--- config.mk ---
export PLATFORM = sky130hd
export DESIGN_NAME = power_cycle_seq
export DESIGN_NICKNAME = d
export VERILOG_FILES = /design/src/rtl/psr_pkg.sv /design/src/rtl/psr_period_cnt.sv /design/src/rtl/psr_seq_fsm.sv /design/src/rtl/psr_nmi_fifo.sv /design/src/rtl/power_cycle_seq.sv
export SDC_FILE = /design/constraint.sdc
export NUM_CORES = 1
export LEC_CHECK = 0
export BUFFER_PORTS_ARGS = -buffer_cell sky130_fd_sc_hd__buf_2
export CORE_MARGIN = 5
export CORE_UTILIZATION = 54
export CTS_CLUSTER_DIAMETER = 200
export CTS_CLUSTER_SIZE = 12
export DETAILED_ROUTE_END_ITERATION = 8
export GPL_TIMING_DRIVEN = 1
export PLACE_DENSITY = 0.73
export RECOVER_POWER = 25
export SLEW_MARGIN = 10
export SYNTH_ARGS = -nofsm -noshare
export SYNTH_HDL_FRONTEND = slang
export SYNTH_SLANG_ARGS = --single-unit
--- constraint.sdc ---
create_clock -name clk_i -period 2.4 [get_ports clk_i]
set_clock_uncertainty 0.15 [all_clocks]
set_input_delay 0.36 -clock clk_i [delete_from_list [all_inputs] [get_ports clk_i]]
set_output_delay 0.36 -clock clk_i [all_outputs]
set_load 0.02 [all_outputs]
--- src/rtl/psr_pkg.sv ---
package psr_pkg;
  typedef enum logic [2:0] {
    ST_RUN     = 3'd0,
    ST_SAVE    = 3'd1,
    ST_FLUSH   = 3'd2,
    ST_OFF     = 3'd3,
    ST_RESTORE = 3'd4
  } psr_state_e;
endpackage

--- src/rtl/psr_period_cnt.sv ---
module psr_period_cnt #(
  parameter int unsigned PERIOD = 10_000_000
) (
  input  logic clk_i,
  input  logic rst_ni,
  input  logic run_i,
  input  logic reload_i,
  output logic expired_o
);
  localparam int unsigned CNT_W = (PERIOD > 2) ? $clog2(PERIOD) : 1;
  localparam logic [CNT_W-1:0] RELOAD = CNT_W'(PERIOD - 1);

  logic [CNT_W-1:0] cnt_q;

  always_ff @(posedge clk_i or negedge rst_ni) begin
    if (!rst_ni)                      cnt_q <= RELOAD;
    else if (reload_i)                cnt_q <= RELOAD;
    else if (run_i && cnt_q != '0)    cnt_q <= cnt_q - 1'b1;
  end

  assign expired_o = (cnt_q == '0);


  no_count_outside_run_chk: assert property (@(posedge clk_i) disable iff (!rst_ni)
    (!run_i && !reload_i) |=> (expired_o == $past(expired_o)));
endmodule

--- src/rtl/psr_seq_fsm.sv ---
module psr_seq_fsm
  import psr_pkg::*;
#(
  parameter int unsigned OFF_CYCLES = 2
) (
  input  logic       clk_i,
  input  logic       rst_ni,
  input  logic       expired_i,
  input  logic       save_ack_i,
  input  logic       flush_ack_i,
  output psr_state_e state_o,
  output logic       save_req_o,
  output logic       flush_req_o,
  output logic       pwr_en_o,
  output logic       unit_rst_o
);
  localparam int unsigned OFF_W = (OFF_CYCLES > 1) ? $clog2(OFF_CYCLES) : 1;
  localparam logic [OFF_W-1:0] OFF_LOAD = OFF_W'(OFF_CYCLES - 1);

  psr_state_e       state_q, state_d;
  logic [OFF_W-1:0] off_cnt_q;

  always_comb begin
    state_d = state_q;
    unique case (state_q)
      ST_RUN:     if (expired_i)         state_d = ST_SAVE;
      ST_SAVE:    if (save_ack_i)        state_d = ST_FLUSH;
      ST_FLUSH:   if (flush_ack_i)       state_d = ST_OFF;
      ST_OFF:     if (off_cnt_q == '0)   state_d = ST_RESTORE;
      ST_RESTORE:                        state_d = ST_RUN;
      default:                           state_d = ST_RUN;
    endcase
  end

  always_ff @(posedge clk_i or negedge rst_ni) begin
    if (!rst_ni) begin
      state_q   <= ST_RUN;
      off_cnt_q <= '0;
    end else begin
      state_q <= state_d;
      if (state_q == ST_FLUSH && flush_ack_i) off_cnt_q <= OFF_LOAD;
      else if (state_q == ST_OFF && off_cnt_q != '0) off_cnt_q <= off_cnt_q - 1'b1;
    end
  end

  assign state_o     = state_q;
  assign save_req_o  = (state_q == ST_SAVE);
  assign flush_req_o = (state_q == ST_FLUSH);
  assign pwr_en_o    = (state_q != ST_OFF);
  assign unit_rst_o  = (state_q == ST_OFF) || (state_q == ST_RESTORE);

  // checker: length of the current off window
  logic [7:0] off_len_q;
  always_ff @(posedge clk_i or negedge rst_ni) begin
    if (!rst_ni)               off_len_q <= '0;
    else if (state_q == ST_OFF) off_len_q <= off_len_q + 1'b1;
    else                       off_len_q <= '0;
  end


  req_exclusive_chk: assert property (@(posedge clk_i) disable iff (!rst_ni)
    !(save_req_o && flush_req_o));

  flush_after_save_chk: assert property (@(posedge clk_i) disable iff (!rst_ni)
    $rose(flush_req_o) |-> $past(save_req_o && save_ack_i));

  off_after_flush_chk: assert property (@(posedge clk_i) disable iff (!rst_ni)
    $fell(pwr_en_o) |-> $past(flush_req_o && flush_ack_i));

  off_holds_rst_chk: assert property (@(posedge clk_i) disable iff (!rst_ni)
    !pwr_en_o |-> unit_rst_o);

  off_len_chk: assert property (@(posedge clk_i) disable iff (!rst_ni)
    (state_q == ST_RESTORE) |-> (off_len_q == 8'(OFF_CYCLES)));

  restore_one_cycle_chk: assert property (@(posedge clk_i) disable iff (!rst_ni)
    (pwr_en_o && unit_rst_o) |=> !unit_rst_o);
endmodule

--- src/rtl/psr_nmi_fifo.sv ---
module psr_nmi_fifo #(
  parameter int unsigned DEPTH = 4,
  parameter int unsigned W     = 8
) (
  input  logic         clk_i,
  input  logic         rst_ni,
  input  logic         push_i,
  input  logic [W-1:0] id_i,
  input  logic         allow_i,
  input  logic         ready_i,
  output logic         valid_o,
  output logic [W-1:0] id_o,
  output logic         ovf_o
);
  localparam int unsigned PTR_W = (DEPTH > 1) ? $clog2(DEPTH) : 1;
  localparam int unsigned CNT_W = $clog2(DEPTH + 1);
  localparam logic [PTR_W-1:0] LAST = PTR_W'(DEPTH - 1);
  localparam logic [CNT_W-1:0] FULL = CNT_W'(DEPTH);

  logic [W-1:0]     mem_q [DEPTH];
  logic [PTR_W-1:0] wr_q, rd_q;
  logic [CNT_W-1:0] cnt_q;
  logic             ovf_q;
  logic             full, pop, accept, drop;

  assign full    = (cnt_q == FULL);
  assign valid_o = allow_i && (cnt_q != '0);
  assign pop     = valid_o && ready_i;
  assign accept  = push_i && (!full || pop);
  assign drop    = push_i && full && !pop;
  assign id_o    = mem_q[rd_q];
  assign ovf_o   = ovf_q;

  for (genvar i = 0; i < DEPTH; i++) begin : g_slot
    always_ff @(posedge clk_i or negedge rst_ni) begin
      if (!rst_ni)                             mem_q[i] <= '0;
      else if (accept && wr_q == PTR_W'(i))    mem_q[i] <= id_i;
    end
  end

  always_ff @(posedge clk_i or negedge rst_ni) begin
    if (!rst_ni) begin
      wr_q  <= '0;
      rd_q  <= '0;
      cnt_q <= '0;
      ovf_q <= 1'b0;
    end else begin
      if (accept) wr_q <= (wr_q == LAST) ? '0 : wr_q + 1'b1;
      if (pop)    rd_q <= (rd_q == LAST) ? '0 : rd_q + 1'b1;
      if (accept && !pop)      cnt_q <= cnt_q + 1'b1;
      else if (pop && !accept) cnt_q <= cnt_q - 1'b1;
      if (drop) ovf_q <= 1'b1;
    end
  end


  no_overflow_chk: assert property (@(posedge clk_i) disable iff (!rst_ni)
    cnt_q <= FULL);

  ovf_sticky_chk: assert property (@(posedge clk_i) disable iff (!rst_ni)
    ovf_o |=> ovf_o);

  head_hold_chk: assert property (@(posedge clk_i) disable iff (!rst_ni)
    (valid_o && !ready_i) |=> $stable(id_o));
endmodule

--- src/rtl/power_cycle_seq.sv ---
module power_cycle_seq
  import psr_pkg::*;
#(
  parameter int unsigned PERIOD     = 10_000_000,
  parameter int unsigned OFF_CYCLES = 2,
  parameter int unsigned FIFO_DEPTH = 4,
  parameter int unsigned IRQ_W      = 8
) (
  input  logic             clk_i,
  input  logic             rst_ni,
  output logic             save_req_o,
  input  logic             save_ack_i,
  output logic             flush_req_o,
  input  logic             flush_ack_i,
  output logic             unit_pwr_en_o,
  output logic             unit_rst_o,
  input  logic             nmi_valid_i,
  input  logic [IRQ_W-1:0] nmi_id_i,
  output logic             irq_valid_o,
  output logic [IRQ_W-1:0] irq_id_o,
  input  logic             irq_ready_i,
  output logic             nmi_ovf_o
);
  psr_state_e state;
  logic       expired, in_run;

  assign in_run = (state == ST_RUN);

  psr_period_cnt #(.PERIOD(PERIOD)) u_cnt (
    .clk_i     (clk_i),
    .rst_ni    (rst_ni),
    .run_i     (in_run),
    .reload_i  (state == ST_RESTORE),
    .expired_o (expired)
  );

  psr_seq_fsm #(.OFF_CYCLES(OFF_CYCLES)) u_fsm (
    .clk_i       (clk_i),
    .rst_ni      (rst_ni),
    .expired_i   (expired),
    .save_ack_i  (save_ack_i),
    .flush_ack_i (flush_ack_i),
    .state_o     (state),
    .save_req_o  (save_req_o),
    .flush_req_o (flush_req_o),
    .pwr_en_o    (unit_pwr_en_o),
    .unit_rst_o  (unit_rst_o)
  );

  psr_nmi_fifo #(.DEPTH(FIFO_DEPTH), .W(IRQ_W)) u_fifo (
    .clk_i   (clk_i),
    .rst_ni  (rst_ni),
    .push_i  (nmi_valid_i),
    .id_i    (nmi_id_i),
    .allow_i (in_run),
    .ready_i (irq_ready_i),
    .valid_o (irq_valid_o),
    .id_o    (irq_id_o),
    .ovf_o   (nmi_ovf_o)
  );

  // checker: cycles spent in the running phase
  int unsigned run_len_q;
  always_ff @(posedge clk_i or negedge rst_ni) begin
    if (!rst_ni)     run_len_q <= 0;
    else if (in_run) run_len_q <= run_len_q + 1;
    else             run_len_q <= 0;
  end


  period_len_chk: assert property (@(posedge clk_i) disable iff (!rst_ni)
    $rose(save_req_o) |-> (run_len_q == PERIOD));

  irq_gated_chk: assert property (@(posedge clk_i) disable iff (!rst_ni)
    irq_valid_o |-> (unit_pwr_en_o && !unit_rst_o));

  ack_ignored_in_run_chk: assert property (@(posedge clk_i) disable iff (!rst_ni)
    (!unit_rst_o && !save_req_o && !flush_req_o && !expired) |=> !save_req_o);
endmodule

Yosys cells after proc, flatten, opt, wreduce, memory -nomap -nowiden
Cells that the tools add are included.

Bits in registers: 68. Bits of input ports: 14. Output and inout port bits: 14. Word-level logic and storage cells: 77.

$add $sub $neg: 6. Magnitude comparators: 1. Equal/unequal tests: 14. Multiplexer cells: 16. Bitwise logic cells: 1. Reductions and logical operators: 28.

Operators with widths (count): 2-to-1 mux 24 bit (2); logical NOT 24 bit (1); nonzero test 24 bit (1); subtractor 24 x 1 -> 24 bit (second input constant) (1); 2-to-1 mux 3 bit (6); binary-select mux 8 bit (select 2 bit) (1); 2-to-1 mux 8 bit (2); logical AND 1 bit (14); one-hot mux 3 bit (4 select lines) (1); == test 2 bit (second input constant) (3); == test 3 x 2 -> 1 bit (second input constant) (2); == test 3 bit (second input constant) (2); nonzero test 2 bit (3); adder 2 x 1 -> 2 bit (second input constant) (2); 2-to-1 mux 2 bit (2); inequality test 2 x 1 -> 1 bit (second input constant) (2); inequality test 2 bit (second input constant) (2); AND reduction 4 bit (1); adder 3 x 1 -> 3 bit (second input constant) (1); == test 3 x 1 -> 1 bit (second input constant) (1); >= comparator 3 bit (second input constant) (1); logical NOT 1 bit (3); logical NOT 3 bit (1); inequality test 3 x 2 -> 1 bit (second input constant) (1); 8 further kinds (10).

Logic depth before layout (Yosys ltp)
Depth in word-level cells: 9. Mapped depth: 10. Mapped depth without buffers: 9.

Hierarchy
Synthesis repeated with hierarchy kept, for this count alone.

Cells, all modules: 311. Area total of the unflattened synthesis: 3684.8 µm².

Modules (own cells, without submodules): psr_nmi_fifo (instances 1, cells each 117, area an instance 1856.8 µm², seq. area each 1001.0 µm²); psr_period_cnt (instances 1, cells each 170, area an instance 1595.3 µm², seq. area each 618.1 µm²); psr_seq_fsm (instances 1, cells each 22, area an instance 210.2 µm², seq. area each 100.1 µm²); power_cycle_seq (instances 1, cells each 2, area an instance 22.5 µm², seq. area each 0.0 µm²).

Worst setup path before layout
Ideal clock, no wire load.

Path type: flip-flop to flip-flop. From: register u_fsm.state_q[2], in the netlist u_fsm.state_o[2]. To: register u_fifo.cnt_q[1]. Data arrival time: 2.421 ns. Required time: 2.125 ns. Setup slack: -0.295 ns. Stages on the path, launching flop included: 9. Path buffers: 1. Clock period less this slack: 2.695 ns. Cell sequence: dfrtp_1 -> buf_2 -> or3_1 -> nor2_1 -> nand2_1 -> ha_1 -> inv_1 -> fa_1 -> mux2_2.

Longest elaborated chain between the ends: 8. Elaborated cells on any way between the ends: 11.

Ends and longest elaborated chain: start: declaration (line psr_seq_fsm.sv:20) `psr_state_e state_q, state_d;`; start signal: assignment (line psr_seq_fsm.sv:40) `state_q <= state_d;`; logical NOT 3 bit (*) (line power_cycle_seq.sv:27) `assign in_run = (state == ST_RUN);`; logical AND 1 bit (*) (line psr_nmi_fifo.sv:27) `assign valid_o = allow_i && (cnt_q != '0);`; net irq_valid_o (line power_cycle_seq.sv:19) `output logic irq_valid_o,`; logical AND 1 bit (*) (line psr_nmi_fifo.sv:28) `assign pop = valid_o && ready_i;`; logical OR 1 bit (line psr_nmi_fifo.sv:29) `assign accept = push_i && (!full || pop);`; logical AND 1 bit (line psr_nmi_fifo.sv:29); logical NOT 1 bit (line psr_nmi_fifo.sv:51) `else if (pop && !accept) cnt_q <= cnt_q - 1'b1;`; logical AND 1 bit (line psr_nmi_fifo.sv:51); nonzero test 2 bit (no line); end signal: assignment (line psr_nmi_fifo.sv:50) `if (accept && !pop) cnt_q <= cnt_q + 1'b1;`; end signal: assignment (line psr_nmi_fifo.sv:51); end: declaration (line psr_nmi_fifo.sv:22) `logic [CNT_W-1:0] cnt_q;`.

The timed path passes the listed nets; every way through them passes the cells marked *. A chain may end at the register's enable or synchronous reset.

Final worst setup path
From: register u_fsm.state_q[2], in the netlist u_fsm.state_o[2]. To: register u_fifo.cnt_q[1].

Longest elaborated chain between the ends: 8. Elaborated cells on any way between the ends: 11.

Ends and longest elaborated chain (line): logical NOT 3 bit (*) (power_cycle_seq.sv:27); logical AND 1 bit (*) (psr_nmi_fifo.sv:27); logical AND 1 bit (*) (psr_nmi_fifo.sv:28); logical OR 1 bit (psr_nmi_fifo.sv:29); logical AND 1 bit (psr_nmi_fifo.sv:29); logical NOT 1 bit (psr_nmi_fifo.sv:51); logical AND 1 bit (psr_nmi_fifo.sv:51); nonzero test 2 bit (no line).

Mark *: on every way between the ends. The rest lies on a longest branch, timed or not.

==> qor.yml <==
core_area_mm2: 0.00628
wl_per_cell_um: 16.0
clkPwrFrac_pct: 24.8
grt_overflow: 0
cap_violations: 0
synthFlopType: "dfrtp_1"
place.gp.congestion: 0.818
path_max_fanout: 5
die_area_mm2: 0.00809
grt_max_degree: 45
crit_path_start: "u_fsm.state_o[2]$_DFFE_PN0P_"
start_util_pct: 55.0
fin_crit_ns: 2.30
endpoint: "u_fifo.cnt_q[1]$_DFFE_PN0P_"
drive_gt1_share_pct: 38.0
hp-class: "in -> reg"
grt_pass1_vias: 2359
diodes: 0
status: "completed"
synth-seq-area-share_pct: 49.8
area_growth_pct: 15.7
yosys.area_share.adder_pct: 3.48
cts-root-buf: "clkbuf_8"
first_pass_iters: 4
synth_compound_gate_area_share_pct: 5.08
syn_inst: 286
fin_setup_tns_ns: 0
irDropWorstVdd_mv: 0.887
start_kind: "flop"
r2r_setup_slack_ns: 0.10
maxSlewViolCount: 0
die_w_um: 89.9
syn-num-nets: 309
clk_latency_ns: 0.35
netlist_area_mm2: 0.00345
synth_top_family_by_area: "multiplexers"
rr_endpoint: "u_fifo.cnt_q[1]$_DFFE_PN0P_"
postRouteWirelength_um: 6570
power_density_mw_per_mm2: 1030
io_pins: 28
synthArstFlopShare_pct: 100
power_switching_mw: 1.30
finalHoldWorstSlack_ns: 0.122
drt_iter0_markers: 90
grt_pass1_wl_um: 11400
synth.distinct_cells: 50
worst_pin_slew_ns: 1.37
remaining_drc_errors: 0
synthMuxAreaShare_pct: 18.6
cts-buffers-inserted: 9
power_leakage_nw: 1.71
cts_tree: "yes"
htreeDepth: 3
max_clock_freq_mhz: 435
final_common_cell: "dfrtp_1"
dp_hpwl_um: 4580
p_sw_share_pct: 31.6
drtAntennaViolNets: 0
mostFrequentLayoutCells: "dfrtp_1, mux2_2, nand2_1"
slew_headroom_pct: 8.72
rr_startpoint: "u_fsm.state_o[2]$_DFFE_PN0P_"
worstSetupPathType: "reg -> reg"
fin_nets: 353
seqPwrFrac_pct: 42.8
synth_simple_gate_area_share_pct: 18.0
vias: 2304
yosys_warnings: 0
crit_path_end_kind: "flop"
critical_path_arrival_ns: 2.39
finalSetupViolations: 0
rows: 29
grt_usage_pct: 17.5
hold_viol_final: 0
vias_per_cell: 5.61
die_y_um: 89.9
min_period_over_period_pct: 95.8
cts_max_path_buffers: 2
intPower_mw: 2.81
synth-seq-cells: 68
antenna_found_initial: 0
reg2regPathDepth: 7
synth.avg_cell_area_um2: 12.1
clk_pin_slew_worst_paths_ns: 0.07
synth_xor_area_share_pct: 3.30
io_buffers: 27
required_ns: 2.49
synth-edff-count: 0
cts_num_sinks: 68
p_comb_share_pct: 32.4
layer usage:
metal	GRT usage, %	up-vias	routed length, um
met2	26.9	34	3170
met4	6.82	0	119
met5	0	-	0
met1	23.2	1139	3000
li1	-	1120	-
met3	5.43	11	287
critical path, cell delays in order (launching register included):
cell and delay [ns]:
dfrtp_2 0.45, or3_4 0.44, nor2_4 0.10, nand2_1 0.08, ha_1 0.21, inv_1 0.08
fa_1 0.41, mux2_2 0.26
registers in the layout, indices dropped and copies added, names as in the netlist:
name / flops
u_fifo.ovf_o: 1
u_fsm.off_cnt_q: 1
u_fifo.mem_q: 32
u_fifo.rd_q: 2
u_cnt.cnt_q: 24
u_fsm.state_o: 3
u_fifo.cnt_q: 3
u_fifo.wr_q: 2
power groups by stage:
| stage | registers (mW) | clock network [mW] | logic [mW] |
|---|---|---|---|
| 2_1_floorplan | 1.66 | 0 | 1.06 |
| 3_3_place_gp | 1.75 | 0 | 1.30 |
| 3_5_place_dp | 1.78 | 0 | 1.34 |
| 4_1_cts | 1.76 | 1.04 | 1.35 |
| 5_1_grt | 1.81 | 1.10 | 1.45 |
| 6_report | 1.76 | 1.02 | 1.33 |
cell families after synthesis:
family | after synthesis
mux | 50
flops | 68
simple gates | 107
compound gates | 26
buf+inv | 13
fa+ha+maj | 9
xor+xnor | 13
timing repair:
item | 4_1_cts | 5_1_grt
setup endpoints to repair | 3 | 3
endpoints found under the hold margin | 23 | 0
hold buffers | 1 | 0
buffers inserted | 0 | 2
gates resized for setup | 1 | 4
worst min path at each step:
stage	cells past startpoint	to	from
detailed placement	1	u_fifo.mem_q[22]$_DFFE_PN0P_	rst_ni
floorplan	0	u_cnt.cnt_q[11]$_DFFE_PN0P_	rst_ni
global route	2	u_fifo.mem_q[16]$_DFFE_PN0P_	nmi_id_i[0]
global placement	1	u_cnt.cnt_q[14]$_DFFE_PN0P_	rst_ni
CTS	2	u_fifo.mem_q[30]$_DFFE_PN0P_	nmi_id_i[6]
finish	2	u_fifo.mem_q[30]$_DFFE_PN0P_	nmi_id_i[6]
cells in the mapped netlist, types with 2 or more instances:
cell type | count | area, um^2
o21ai_0 | 8 | 40.0
nor3_2 | 2 | 20.0
mux2_2 | 32 | 360
clkbuf_1 | 4 | 15.0
nand2_2 | 4 | 25.0
nor3_1 | 13 | 65.1
nor2b_1 | 3 | 18.8
mux2_1 | 2 | 22.5
or4_1 | 2 | 15.0
dfstp_2 | 14 | 368
xnor2_1 | 5 | 43.8
nor2_1 | 20 | 75.1
nor4_4 | 2 | 42.5
mux4_2 | 8 | 180
dfrtp_1 | 54 | 1350
mux2i_1 | 8 | 80.1
inv_1 | 6 | 22.5
xor2_1 | 8 | 70.1
ha_1 | 8 | 100
a21oi_1 | 5 | 25.0
and2_1 | 2 | 12.5
nand3_1 | 6 | 30.0
or3_1 | 8 | 50.1
and3_1 | 2 | 12.5
o211ai_1 | 2 | 15.0
o21ai_1 | 2 | 10.0
o31ai_1 | 2 | 15.0
nor3b_1 | 3 | 22.5
nand2_1 | 26 | 97.6
nand2b_1 | 3 | 18.8
nor4_1 | 3 | 18.8
cell type report:
cell class                 count  area [um^2]
inverter                       6         22.5
tap                           77         96.3
sequential                    68         1720
fill                         492         2280
clock inverter                 6         90.1
timing repair buffer          40          241
multi-input combinational    205         1700
clock buffer                   9          124
stage by stage:
step | power (mW) | utilization (%) | instance area, um^2 | cells | setup WS (ns)
global route | 4.36 | 63.6 | 3990 | 411 | -0.00973
floorplan | 2.72 | - | 3460 | 286 | -0.0365
CTS | 4.15 | 63.3 | 3970 | 409 | 0.0491
global placement | 3.05 | 59.7 | 3750 | 393 | 0.146
detailed placement | 3.12 | 59.7 | 3750 | 393 | 0.0896
finish | 4.10 | 63.6 | 3990 | 411 | 0.101
Power figures use the tool's default switching activity.
